File: src/rtl/fp4dot_pkg.sv
package fp4dot_pkg;

  localparam int ELEM_W      = 4;
  localparam int SCALE_W     = 8;
  localparam int SC_EXP_W    = 4;
  localparam int SC_MAN_W    = 3;
  localparam int SSIG_W      = SC_MAN_W + 1;
  localparam int SSH_W       = SC_EXP_W;
  localparam int MAX_SSH     = (1 << SC_EXP_W) - 2;
  // element product in quarters: magnitude up to 144, plus sign
  localparam int PROD_W      = 9;
  localparam int FRAC_W      = 20;

  typedef struct packed {
    logic [SSIG_W-1:0] sig;
    logic [SSH_W-1:0]  sh;
    logic              neg;
    logic              nan;
  } scale_dec_t;

endpackage

File: src/rtl/fp4dot_rst_sync.sv
module fp4dot_rst_sync (
  input  logic clk,
  input  logic rst_n,
  output logic rst_n_sync
);

  logic stage_q;

  always_ff @(posedge clk or negedge rst_n) begin
    if (!rst_n) begin
      stage_q    <= 1'b0;
      rst_n_sync <= 1'b0;
    end else begin
      stage_q    <= 1'b1;
      rst_n_sync <= stage_q;
    end
  end

endmodule

File: src/rtl/fp4dot_e2m1_mul.sv
module fp4dot_e2m1_mul
  import fp4dot_pkg::*;
(
  input  logic [ELEM_W-1:0]        a_code,
  input  logic [ELEM_W-1:0]        b_code,
  output logic signed [PROD_W-1:0] prod
);

  logic [1:0] a_sig, b_sig;
  logic [1:0] a_sh, b_sh;
  logic [3:0] sig_prod;
  logic [2:0] sh_sum;
  logic [7:0] mag;

  always_comb begin
    // significand in halves: hidden bit present when exponent is non-zero
    a_sig    = {|a_code[2:1], a_code[0]};
    b_sig    = {|b_code[2:1], b_code[0]};
    a_sh     = (a_code[2:1] == 2'd0) ? 2'd0 : a_code[2:1] - 2'd1;
    b_sh     = (b_code[2:1] == 2'd0) ? 2'd0 : b_code[2:1] - 2'd1;
    sig_prod = {2'b00, a_sig} * {2'b00, b_sig};
    sh_sum   = {1'b0, a_sh} + {1'b0, b_sh};
    mag      = {4'b0000, sig_prod} << sh_sum;
    // a zero magnitude yields zero whatever the sign bits are
    prod     = (a_code[3] ^ b_code[3]) ? -$signed({1'b0, mag}) : $signed({1'b0, mag});
  end

endmodule

File: src/rtl/fp4dot_e4m3_dec.sv
module fp4dot_e4m3_dec
  import fp4dot_pkg::*;
(
  input  logic [SCALE_W-1:0] code,
  output scale_dec_t         dec
);

  logic [SC_EXP_W-1:0] exp_f;
  logic [SC_MAN_W-1:0] man_f;

  always_comb begin
    exp_f   = code[SCALE_W-2 -: SC_EXP_W];
    man_f   = code[SC_MAN_W-1:0];
    dec.neg = code[SCALE_W-1];
    dec.nan = &code[SCALE_W-2:0];
    // value = sig << sh, in units of 2^-9
    if (exp_f == '0) begin
      dec.sig = {1'b0, man_f};
      dec.sh  = '0;
    end else begin
      dec.sig = {1'b1, man_f};
      dec.sh  = exp_f - SC_EXP_W'(1);
    end
  end

endmodule

File: src/rtl/fp4dot_acc_sat.sv
module fp4dot_acc_sat #(
  parameter int ACC_W  = 48,
  parameter int TERM_W = 50
) (
  input  logic signed [ACC_W-1:0]  acc_q,
  input  logic signed [TERM_W-1:0] term,
  input  logic                     load,
  output logic signed [ACC_W-1:0]  acc_d,
  output logic                     sat
);

  localparam int WIDE_W = ((TERM_W > ACC_W) ? TERM_W : ACC_W) + 1;

  logic signed [WIDE_W-1:0] base, total, max_v, min_v;

  always_comb begin
    base  = load ? '0 : {{(WIDE_W-ACC_W){acc_q[ACC_W-1]}}, acc_q};
    total = base + {{(WIDE_W-TERM_W){term[TERM_W-1]}}, term};
    max_v = {{(WIDE_W-ACC_W+1){1'b0}}, {(ACC_W-1){1'b1}}};
    min_v = {{(WIDE_W-ACC_W+1){1'b1}}, {(ACC_W-1){1'b0}}};
    if (total > max_v) begin
      acc_d = {1'b0, {(ACC_W-1){1'b1}}};
      sat   = 1'b1;
    end else if (total < min_v) begin
      acc_d = {1'b1, {(ACC_W-1){1'b0}}};
      sat   = 1'b1;
    end else begin
      acc_d = total[ACC_W-1:0];
      sat   = 1'b0;
    end
  end

endmodule

File: src/rtl/fp4_block_dot.sv
module fp4_block_dot
  import fp4dot_pkg::*;
#(
  parameter int N_ELEM = 16,
  parameter int ACC_W  = 48
) (
  input  logic                     clk,
  input  logic                     rst_n,
  input  logic                     in_valid,
  input  logic                     acc_clear,
  input  logic [N_ELEM*ELEM_W-1:0] a_codes,
  input  logic [N_ELEM*ELEM_W-1:0] b_codes,
  input  logic [SCALE_W-1:0]       a_scale,
  input  logic [SCALE_W-1:0]       b_scale,
  output logic signed [ACC_W-1:0]  acc_out,
  output logic                     out_valid,
  output logic                     overflow,
  output logic                     invalid
);

  localparam int SUM_W   = PROD_W + $clog2(N_ELEM);
  localparam int SPROD_W = 2 * SSIG_W;
  localparam int SSUM_W  = SSH_W + 1;
  localparam int MUL_W   = SUM_W + SPROD_W + 1;
  localparam int TERM_W  = MUL_W + 2 * MAX_SSH;

  logic rst_sn;

  fp4dot_rst_sync u_rst_sync (
    .clk        (clk),
    .rst_n      (rst_n),
    .rst_n_sync (rst_sn)
  );

  // ---------------- stage 1: element products, scale decode
  logic signed [PROD_W-1:0] prod_c [N_ELEM];
  scale_dec_t               sa_c, sb_c;

  for (genvar gi = 0; gi < N_ELEM; gi++) begin : g_lane
    fp4dot_e2m1_mul u_mul (
      .a_code (a_codes[gi*ELEM_W +: ELEM_W]),
      .b_code (b_codes[gi*ELEM_W +: ELEM_W]),
      .prod   (prod_c[gi])
    );
  end

  fp4dot_e4m3_dec u_dec_a (.code(a_scale), .dec(sa_c));
  fp4dot_e4m3_dec u_dec_b (.code(b_scale), .dec(sb_c));

  logic                     s1_vld, s1_clr;
  logic signed [PROD_W-1:0] s1_prod [N_ELEM];
  scale_dec_t               s1_sa, s1_sb;

  always_ff @(posedge clk or negedge rst_sn) begin
    if (!rst_sn) s1_vld <= 1'b0;
    else         s1_vld <= in_valid;
  end

  always_ff @(posedge clk) begin
    if (in_valid) begin
      s1_clr <= acc_clear;
      s1_sa  <= sa_c;
      s1_sb  <= sb_c;
      for (int i = 0; i < N_ELEM; i++) s1_prod[i] <= prod_c[i];
    end
  end

  // ---------------- stage 2: block sum, scale product
  logic signed [SUM_W-1:0]  sum_c;
  logic [SPROD_W-1:0]       ssig_c;
  logic [SSUM_W-1:0]        ssh_c;
  logic                     sneg_c, snan_c;

  always_comb begin
    sum_c = '0;
    for (int i = 0; i < N_ELEM; i++)
      sum_c = sum_c + {{(SUM_W-PROD_W){s1_prod[i][PROD_W-1]}}, s1_prod[i]};
    ssig_c = {{SSIG_W{1'b0}}, s1_sa.sig} * {{SSIG_W{1'b0}}, s1_sb.sig};
    ssh_c  = {1'b0, s1_sa.sh} + {1'b0, s1_sb.sh};
    sneg_c = s1_sa.neg ^ s1_sb.neg;
    snan_c = s1_sa.nan | s1_sb.nan;
  end

  logic                    s2_vld, s2_clr, s2_neg, s2_nan;
  logic signed [SUM_W-1:0] s2_sum;
  logic [SPROD_W-1:0]      s2_ssig;
  logic [SSUM_W-1:0]       s2_ssh;

  always_ff @(posedge clk or negedge rst_sn) begin
    if (!rst_sn) s2_vld <= 1'b0;
    else         s2_vld <= s1_vld;
  end

  always_ff @(posedge clk) begin
    if (s1_vld) begin
      s2_clr  <= s1_clr;
      s2_sum  <= sum_c;
      s2_ssig <= ssig_c;
      s2_ssh  <= ssh_c;
      s2_neg  <= sneg_c;
      s2_nan  <= snan_c;
    end
  end

  // ---------------- stage 3: scale, accumulate, saturate
  logic signed [MUL_W-1:0]  mul_c;
  logic signed [TERM_W-1:0] ext_c, shifted_c, term_c;
  logic signed [ACC_W-1:0]  acc_d;
  logic                     sat_c, ovf_d, inv_d;

  always_comb begin
    mul_c     = s2_sum * $signed({1'b0, s2_ssig});
    ext_c     = {{(TERM_W-MUL_W){mul_c[MUL_W-1]}}, mul_c};
    shifted_c = ext_c <<< s2_ssh;
    if (s2_nan)      term_c = '0;
    else if (s2_neg) term_c = -shifted_c;
    else             term_c = shifted_c;
  end

  fp4dot_acc_sat #(
    .ACC_W  (ACC_W),
    .TERM_W (TERM_W)
  ) u_acc_sat (
    .acc_q (acc_out),
    .term  (term_c),
    .load  (s2_clr),
    .acc_d (acc_d),
    .sat   (sat_c)
  );

  always_comb begin
    ovf_d = s2_clr ? sat_c  : (overflow | sat_c);
    inv_d = s2_clr ? s2_nan : (invalid | s2_nan);
  end

  always_ff @(posedge clk or negedge rst_sn) begin
    if (!rst_sn) begin
      acc_out   <= '0;
      out_valid <= 1'b0;
      overflow  <= 1'b0;
      invalid   <= 1'b0;
    end else begin
      out_valid <= s2_vld;
      if (s2_vld) begin
        acc_out  <= acc_d;
        overflow <= ovf_d;
        invalid  <= inv_d;
      end
    end
  end

endmodule

File: config.mk
export PLATFORM = sky130hd
export DESIGN_NAME = fp4_block_dot
export DESIGN_NICKNAME = d
export VERILOG_FILES = /design/src/rtl/fp4dot_pkg.sv /design/src/rtl/fp4dot_rst_sync.sv /design/src/rtl/fp4dot_e2m1_mul.sv /design/src/rtl/fp4dot_e4m3_dec.sv /design/src/rtl/fp4dot_acc_sat.sv /design/src/rtl/fp4_block_dot.sv
export SDC_FILE = /design/constraint.sdc
export NUM_CORES = 2
export LEC_CHECK = 0
export BUFFER_PORTS_ARGS = -buffer_cell sky130_fd_sc_hd__buf_2
export CAP_MARGIN = 10
export CELL_PAD_IN_SITES_DETAIL_PLACEMENT = 0
export CELL_PAD_IN_SITES_GLOBAL_PLACEMENT = 1
export CORE_MARGIN = 2
export CORE_UTILIZATION = 50
export CTS_BUF_LIST = sky130_fd_sc_hd__clkbuf_2
export DETAILED_ROUTE_END_ITERATION = 8
export PLACE_DENSITY_LB_ADDON = 0.12
export SETUP_SLACK_MARGIN = 0.1
export SLEW_MARGIN = 20
export SYNTH_ARGS = -nofsm -noshare
export SYNTH_HDL_FRONTEND = slang
export SYNTH_HIERARCHICAL = 1
export SYNTH_SLANG_ARGS = --single-unit
export TNS_END_PERCENT = 30
File: constraint.sdc
create_clock -name clk -period 1.8 [get_ports clk]
set_input_delay 0.09 -clock clk [delete_from_list [all_inputs] [get_ports clk]]
set_output_delay 0.09 -clock clk [all_outputs]
set_load 0.01 [all_outputs]
* Yosys cells after proc, flatten, opt, wreduce, memory -nomap -nowiden *
Memory sizes are Yosys's and may differ from the RTL's.
Cells that the tools add are included.

storage, ports and cells
  register bits after elaboration = 105
  bits in writable memories = 144
  input port bits = 148
  output and inout bits = 51
  memories = 1

operators by class
  add/subtract/negate cells = 84
  multipliers = 18
  $lt $le $gt $ge = 2
  shifts and indexed selects = 17
  muxes and demuxes = 61
  bitwise gates (word level) = 20
  reductions and logical operators = 68

memory list
  memory   words  width  rd ports  clocked after memory_dff  wr ports  line                 source
  s1_prod  16     9      16        0                         16        fp4_block_dot.sv:51  logic signed [PROD_W-1:0] s1_prod [N_ELEM];

operators with widths
  kind                  number
  $mux 9                16
  $neg 8->9             16
  $add 13x13->13        11
  $shl 4x3->8           16
  $mux 50               2
  $mux 48               2
  $logic_not 2->1       32
  $mul 2x2->4           16
  $mux 2                32
  $reduce_or 2->1       32
  $sub 2x1->2 const B   32
  $add 51x51->51        1
  $gt 51x48->1 const B  1
  $lt 51x48->1 const B  1
  $mux 51               1
  $neg 50->50           1
  $sshl 22x5->50        1
  $add 2x2->3           16
  $mul 13x9->22         1
  $xor 1x1->1           17
  $mux 8                2
  $reduce_and 7->1      2
  $add 12x9->13         1
  $add 11x9->12         1
  8 further kinds       17

* Depth between registers and ports, before layout *
An unclocked memory read counts as a cell.

  depth after elaboration = 16
  gate-level depth with buffers = 42
  gate-level depth less buffers = 36

* Cells and area by module *
Netlist, hierarchy kept.

modules (own cells, without submodules)
  module                                 instances  cells an instance  area each (sq um)  seq. area each (sq um)
  fp4_block_dot                          1          1,872              20,362.0           7,151.9
  fp4dot_e2m1_mul (g_lane[0].u_mul ...)  12         98                 676.9              0.0
  fp4dot_acc_sat                         1          544                3,619.7            0.0
  fp4dot_e2m1_mul (g_lane[1].u_mul ...)  4          98                 674.4              0.0
  fp4dot_e4m3_dec                        2          17                 103.8              0.0
  fp4dot_rst_sync                        1          3                  53.8               50.0

* Least setup slack after synthesis *
No wires, ideal clock.

  path type = reg2reg
  from = register s2_ssig[0]
  to = register acc_out[30]
  arrival = 9,519 ps
  required time = 1,675 ps
  setup slack = -7,843 ps
  cell stages (with the launch flop) = 40
  buffers on the path = 4
  period minus slack after synthesis = 9,643 ps
  cell sequence = edfxtp_1 clkbuf_1 nand2_1 inv_1 fa_1 inv_1 fa_1 inv_1 fa_1 inv_1 fa_1 inv_1 ha_1 clkbuf_1 a21oi_1 o221ai_1 a311oi_1 a211oi_2 [4 not listed] nor4b_2 nand3_2 o41ai_2 xor2_1 nor2_1 ha_1 clkbuf_1 nand4_1 nor2_1 nand2_1 or4_1 o221ai_2 xnor2_1 and3b_4 a21oi_4 buf_4 o21ai_0 mux2_2

between the ends
  cells in the longest elaborated chain, start to end = 9
  elaborated cells between the ends (all ways) = 10
  classes of those cells = 2 x add/sub; 1 x mul; 2 x order compare; 1 x shift; 4 x mux

ends and longest elaborated chain
  what                      line                  source
  start: declaration        fp4_block_dot.sv:86   logic [SPROD_W-1:0] s2_ssig;
  start signal: assignment  fp4_block_dot.sv:98   s2_ssig <= ssig_c;
  $mul 13x9->22 (*)         fp4_block_dot.sv:112  mul_c = s2_sum * $signed({1'b0, s2_ssig});
  $sshl 22x5->50 (*)        fp4_block_dot.sv:114  shifted_c = ext_c <<< s2_ssh;
  $neg 50->50               fp4_block_dot.sv:116  else if (s2_neg) term_c = -shifted_c;
  $mux 50 (*)               fp4_block_dot.sv:116
  $mux 50 (*)               fp4_block_dot.sv:115  if (s2_nan) term_c = '0;
  via term_c[46]            fp4_block_dot.sv:107  logic signed [TERM_W-1:0] ext_c, shifted_c, term_c;
  $add 51x51->51 (*)        fp4dot_acc_sat.sv:18  total = base + {{(WIDE_W-TERM_W){term[TERM_W-1]}}, term};
  $lt 51x48->1              fp4dot_acc_sat.sv:24  end else if (total < min_v) begin
  $mux 48                   fp4dot_acc_sat.sv:24
  $mux 48 (*)               fp4dot_acc_sat.sv:21  if (total > max_v) begin
  via acc_d[30]             fp4_block_dot.sv:108  logic signed [ACC_W-1:0] acc_d;
  end signal: assignment    fp4_block_dot.sv:138  acc_out <= '0;
  end signal: assignment    fp4_block_dot.sv:145  acc_out <= acc_d;
  end: declaration          fp4_block_dot.sv:15   output logic signed [ACC_W-1:0] acc_out,

Mark *: on every way through the listed nets, which the timed path passes. The rest lies on a longest branch.
A chain may end at the register's enable or synchronous reset.

* Worst setup path after layout *
  from = register s2_ssig[2]
  to = register acc_out[37]

The elaborated chain is that of the path after synthesis.

==> results.md <==
* H-tree levels at 3
* Post-route cell area at ~51000 um2
* Most frequent cells in the layout: buf_4, nand2_1, inv_1
* Slowest cell delay on critical path at 0.51 ns
* Critical Path Sink Type: flip-flop
* Initial core utilization at about half
* Fin crit period at 9.59 ns
* Sink Count at ~250
* Final wirelength at between 100000 and 150000 um
* DP HPWL at 91700 um
* Root Buffer Master: clkbuf_2
* Max cap viols at 0
* Final setup violating endpoints at ~120
* Worst-Skew Late Latency at roughly 1.1 ns
* Average vias per placed instance at roughly 5.6
* RD Place Congestion at 1.02
* Failing checks: negative setup slack
* Yosys cell types at 125
* Average cell area after synthesis at between 8 and 9 um2
* Largest net degree at the start of global routing at 63
* Pins Over Slew Limit at 0
* Crit path max-delay cell type: fa_1
* Synth area leader: edfxtp_1
* Ratio of cells with drive above 1 in the final layout at approximately 37%
* Finished Layout Cells at 6588
* Worst Path Max Fanout at 5
* Synth top area cells: edfxtp_1, fa_1, ha_1, nand2_1, dfrtp_1
* Final Net Count at 6140
* Unrepaired setup endpoints after global routing: true
* Io pins at a little under 200
* Relative max-transition margin at between 40 and 50%
* Initial antenna violation count at 4
* Rows at 97
* Full die area at 72300 um2
* Die H at 269 um
* Mapped cell area at 35100 um2
* DR pass1 iterations at 6
* FF+latch count, synth at 249
* Outcome: finished with violations
* Post-synthesis sequential area ratio at 20.5%
* # port buffers at 198
* Final WS setup at -7.79 ns
* CP arrival at 10.53 ns
* Final Cycle Share at 533%
* Vias at 37.1k
* Yosys warnings at 6
* Mapped Cells at 4021
* Synth Flop Type: edfxtp_1
* CTS tree: done
* Global-route wire length before repair at 190000 um
* Num CTS Buffers at 69
* Post-synth top area share at 16.6%
* Hold_ws at 0.0515 ns
* Placed cell areas at approximately 46000 um2
* Hold WC Path Type: primary input to flip-flop
* Ys async rst share at 22.1%
* DRC at 0
* Most used cell, CP: a21o_1
* Endpoints failing hold at 0
* Number of global-route vias before repair at 36.6k
* Syn Nets at approximately 4.6k
* Max Clk Rate at 104 MHz
* Slew @ Worst Pin at 0.825 ns
* CP required at 2.74 ns
* GR Util All Layers at 32.7%
* DR iter-0 viols at 2386
* Die width at 269 um
* CP startpoint kind: flip-flop
* R2r setup slk at -7.79 ns
* Gr ovfl total at 0
* Clock slew at reported path FFs at roughly 0.1 ns
* Post-route ant nets at 0
* Layout area overhead at 46.6%
* Number of enable flip-flop cells after synthesis at 194
* Drt wl/cell at 18.4 um
* Commonest non-fill, non-tap cell in the layout: buf_4
* Clock skew at 0.162 ns
* Post-Place Cells at 6142
* WS Path Type: flip-flop to flip-flop
* Total core area at 69800 um2
* Clk buf depth at 3
==> synthesized netlist by cell type (36+ instances only) <==
| library cell | count |
|---|---|
| nand2_1 | 380 |
| inv_1 | 333 |
| nor2_1 | 292 |
| o21ai_0 | 252 |
| fa_1 | 240 |
| edfxtp_1 | 194 |
| a21oi_1 | 192 |
| ha_1 | 161 |
| nor3_1 | 155 |
| xor2_1 | 115 |
| xnor2_1 | 112 |
| nor2b_1 | 95 |
| o22ai_1 | 88 |
| and2_1 | 86 |
| clkbuf_1 | 79 |
| a211oi_1 | 64 |
| nand3_1 | 59 |
| dfrtp_1 | 55 |
| buf_2 | 52 |
| mux2_2 | 51 |
| nand2b_1 | 46 |
| o21a_1 | 44 |
| a21o_1 | 43 |
| a31oi_1 | 37 |
| o32ai_1 | 36 |
==> kinds of logic after synthesis <==
logic type | after synthesis | share of synthesized area [%]
AND/OR/NAND/NOR | 1340 | 19.2
AO/OA/AOI/OAI | 1164 | 24.1
buffers and inverters | 543 | 7.35
adder cells (fa/ha/maj) | 401 | 19.4
XOR/XNOR | 262 | 7.33
flip-flops | 249 | 20.5
multiplexers | 61 | 2.07
other | 1 | 0.0107
==> sequential cells by signal, indices dropped and copies added, names as in the netlist, 5 cells and up <==
name	count
s1_prod	144
s1_sa	10
acc_out	48
s2_ssig	8
s1_sb	10
s2_ssh	5
s2_sum	13
==> repair_timing <==
| item | 4_1_cts | 5_1_grt |
|---|---|---|
| hold endpoints to repair | 333 | 2 |
| pin swaps | 109 | 137 |
| setup endpoints to repair | 119 | 236 |
| gates cloned | 4 | 8 |
| hold buffers | 212 | 1 |
| gates resized for setup | 216 | 220 |
| setup buffers | 52 | 47 |
==> stage by stage <==
stage,TNS (ns),util [%],worst slack [ns]
finish,-423.14,73.7,-7.79
global placement,-495.27,65.3,-7.70
global route,-444.60,73.7,-8.11
CTS,-421.30,71.6,-7.64
detailed placement,-503.65,65.3,-7.80
floorplan,-426.34,-,-7.15
==> final timing paths <==
kind,startpoint,end,depth (start not counted)
hold reg to reg,u_rst_sync/rst_n_sync,acc_out[10],1
setup reg to reg,s2_ssig[2],acc_out[37],42
hold / removal,b_codes[0],s1_prod[0][6],6
max in group asynchronous,u_rst_sync/rst_n_sync,s2_vld,1
min in group asynchronous,u_rst_sync/rst_n_sync,acc_out[10],1
setup / recovery,s2_ssig[2],acc_out[37],42
==> worst max-delay path, delay by kind of cell, from the launching register on <==
kind	cells	cell delay, ns
DFF	1	0.45
buffers and inverters	13	1.68
and+or+nand+nor	5	1.10
xor gates and xnor gates	1	0.10
adders and majority gates	6	2.59
muxes	1	0.26
AOI/OAI and AO/OA	16	3.26
==> metal layers <==
layer	share of wire [%]	vias up	routed length, um	GRT usage, %
li1	-	17700	-	-
met1	41	17900	50100	41.9
met2	49	1298	59400	56.7
met3	6.1	285	7390	4.58
met4	3.7	0	4500	10.8
met5	0	-	0	0
==> area by class of cell <==
cell class                      instances  area (um2)
Inverter                              335        1260
Antenna cell                            6        15.0
Fill cell                            5277       18400
Clock buffer                           97         485
Tap cell                              940        1180
Multi-Input combinational cell       3229       27100
Timing Repair Buffer                 1707       13900
Sequential cell                       249        7200
Clock inverter                         25         214
Power is not shown: default switching activity piles up to over one toggle a cycle in this logic, so the estimate is an artifact.
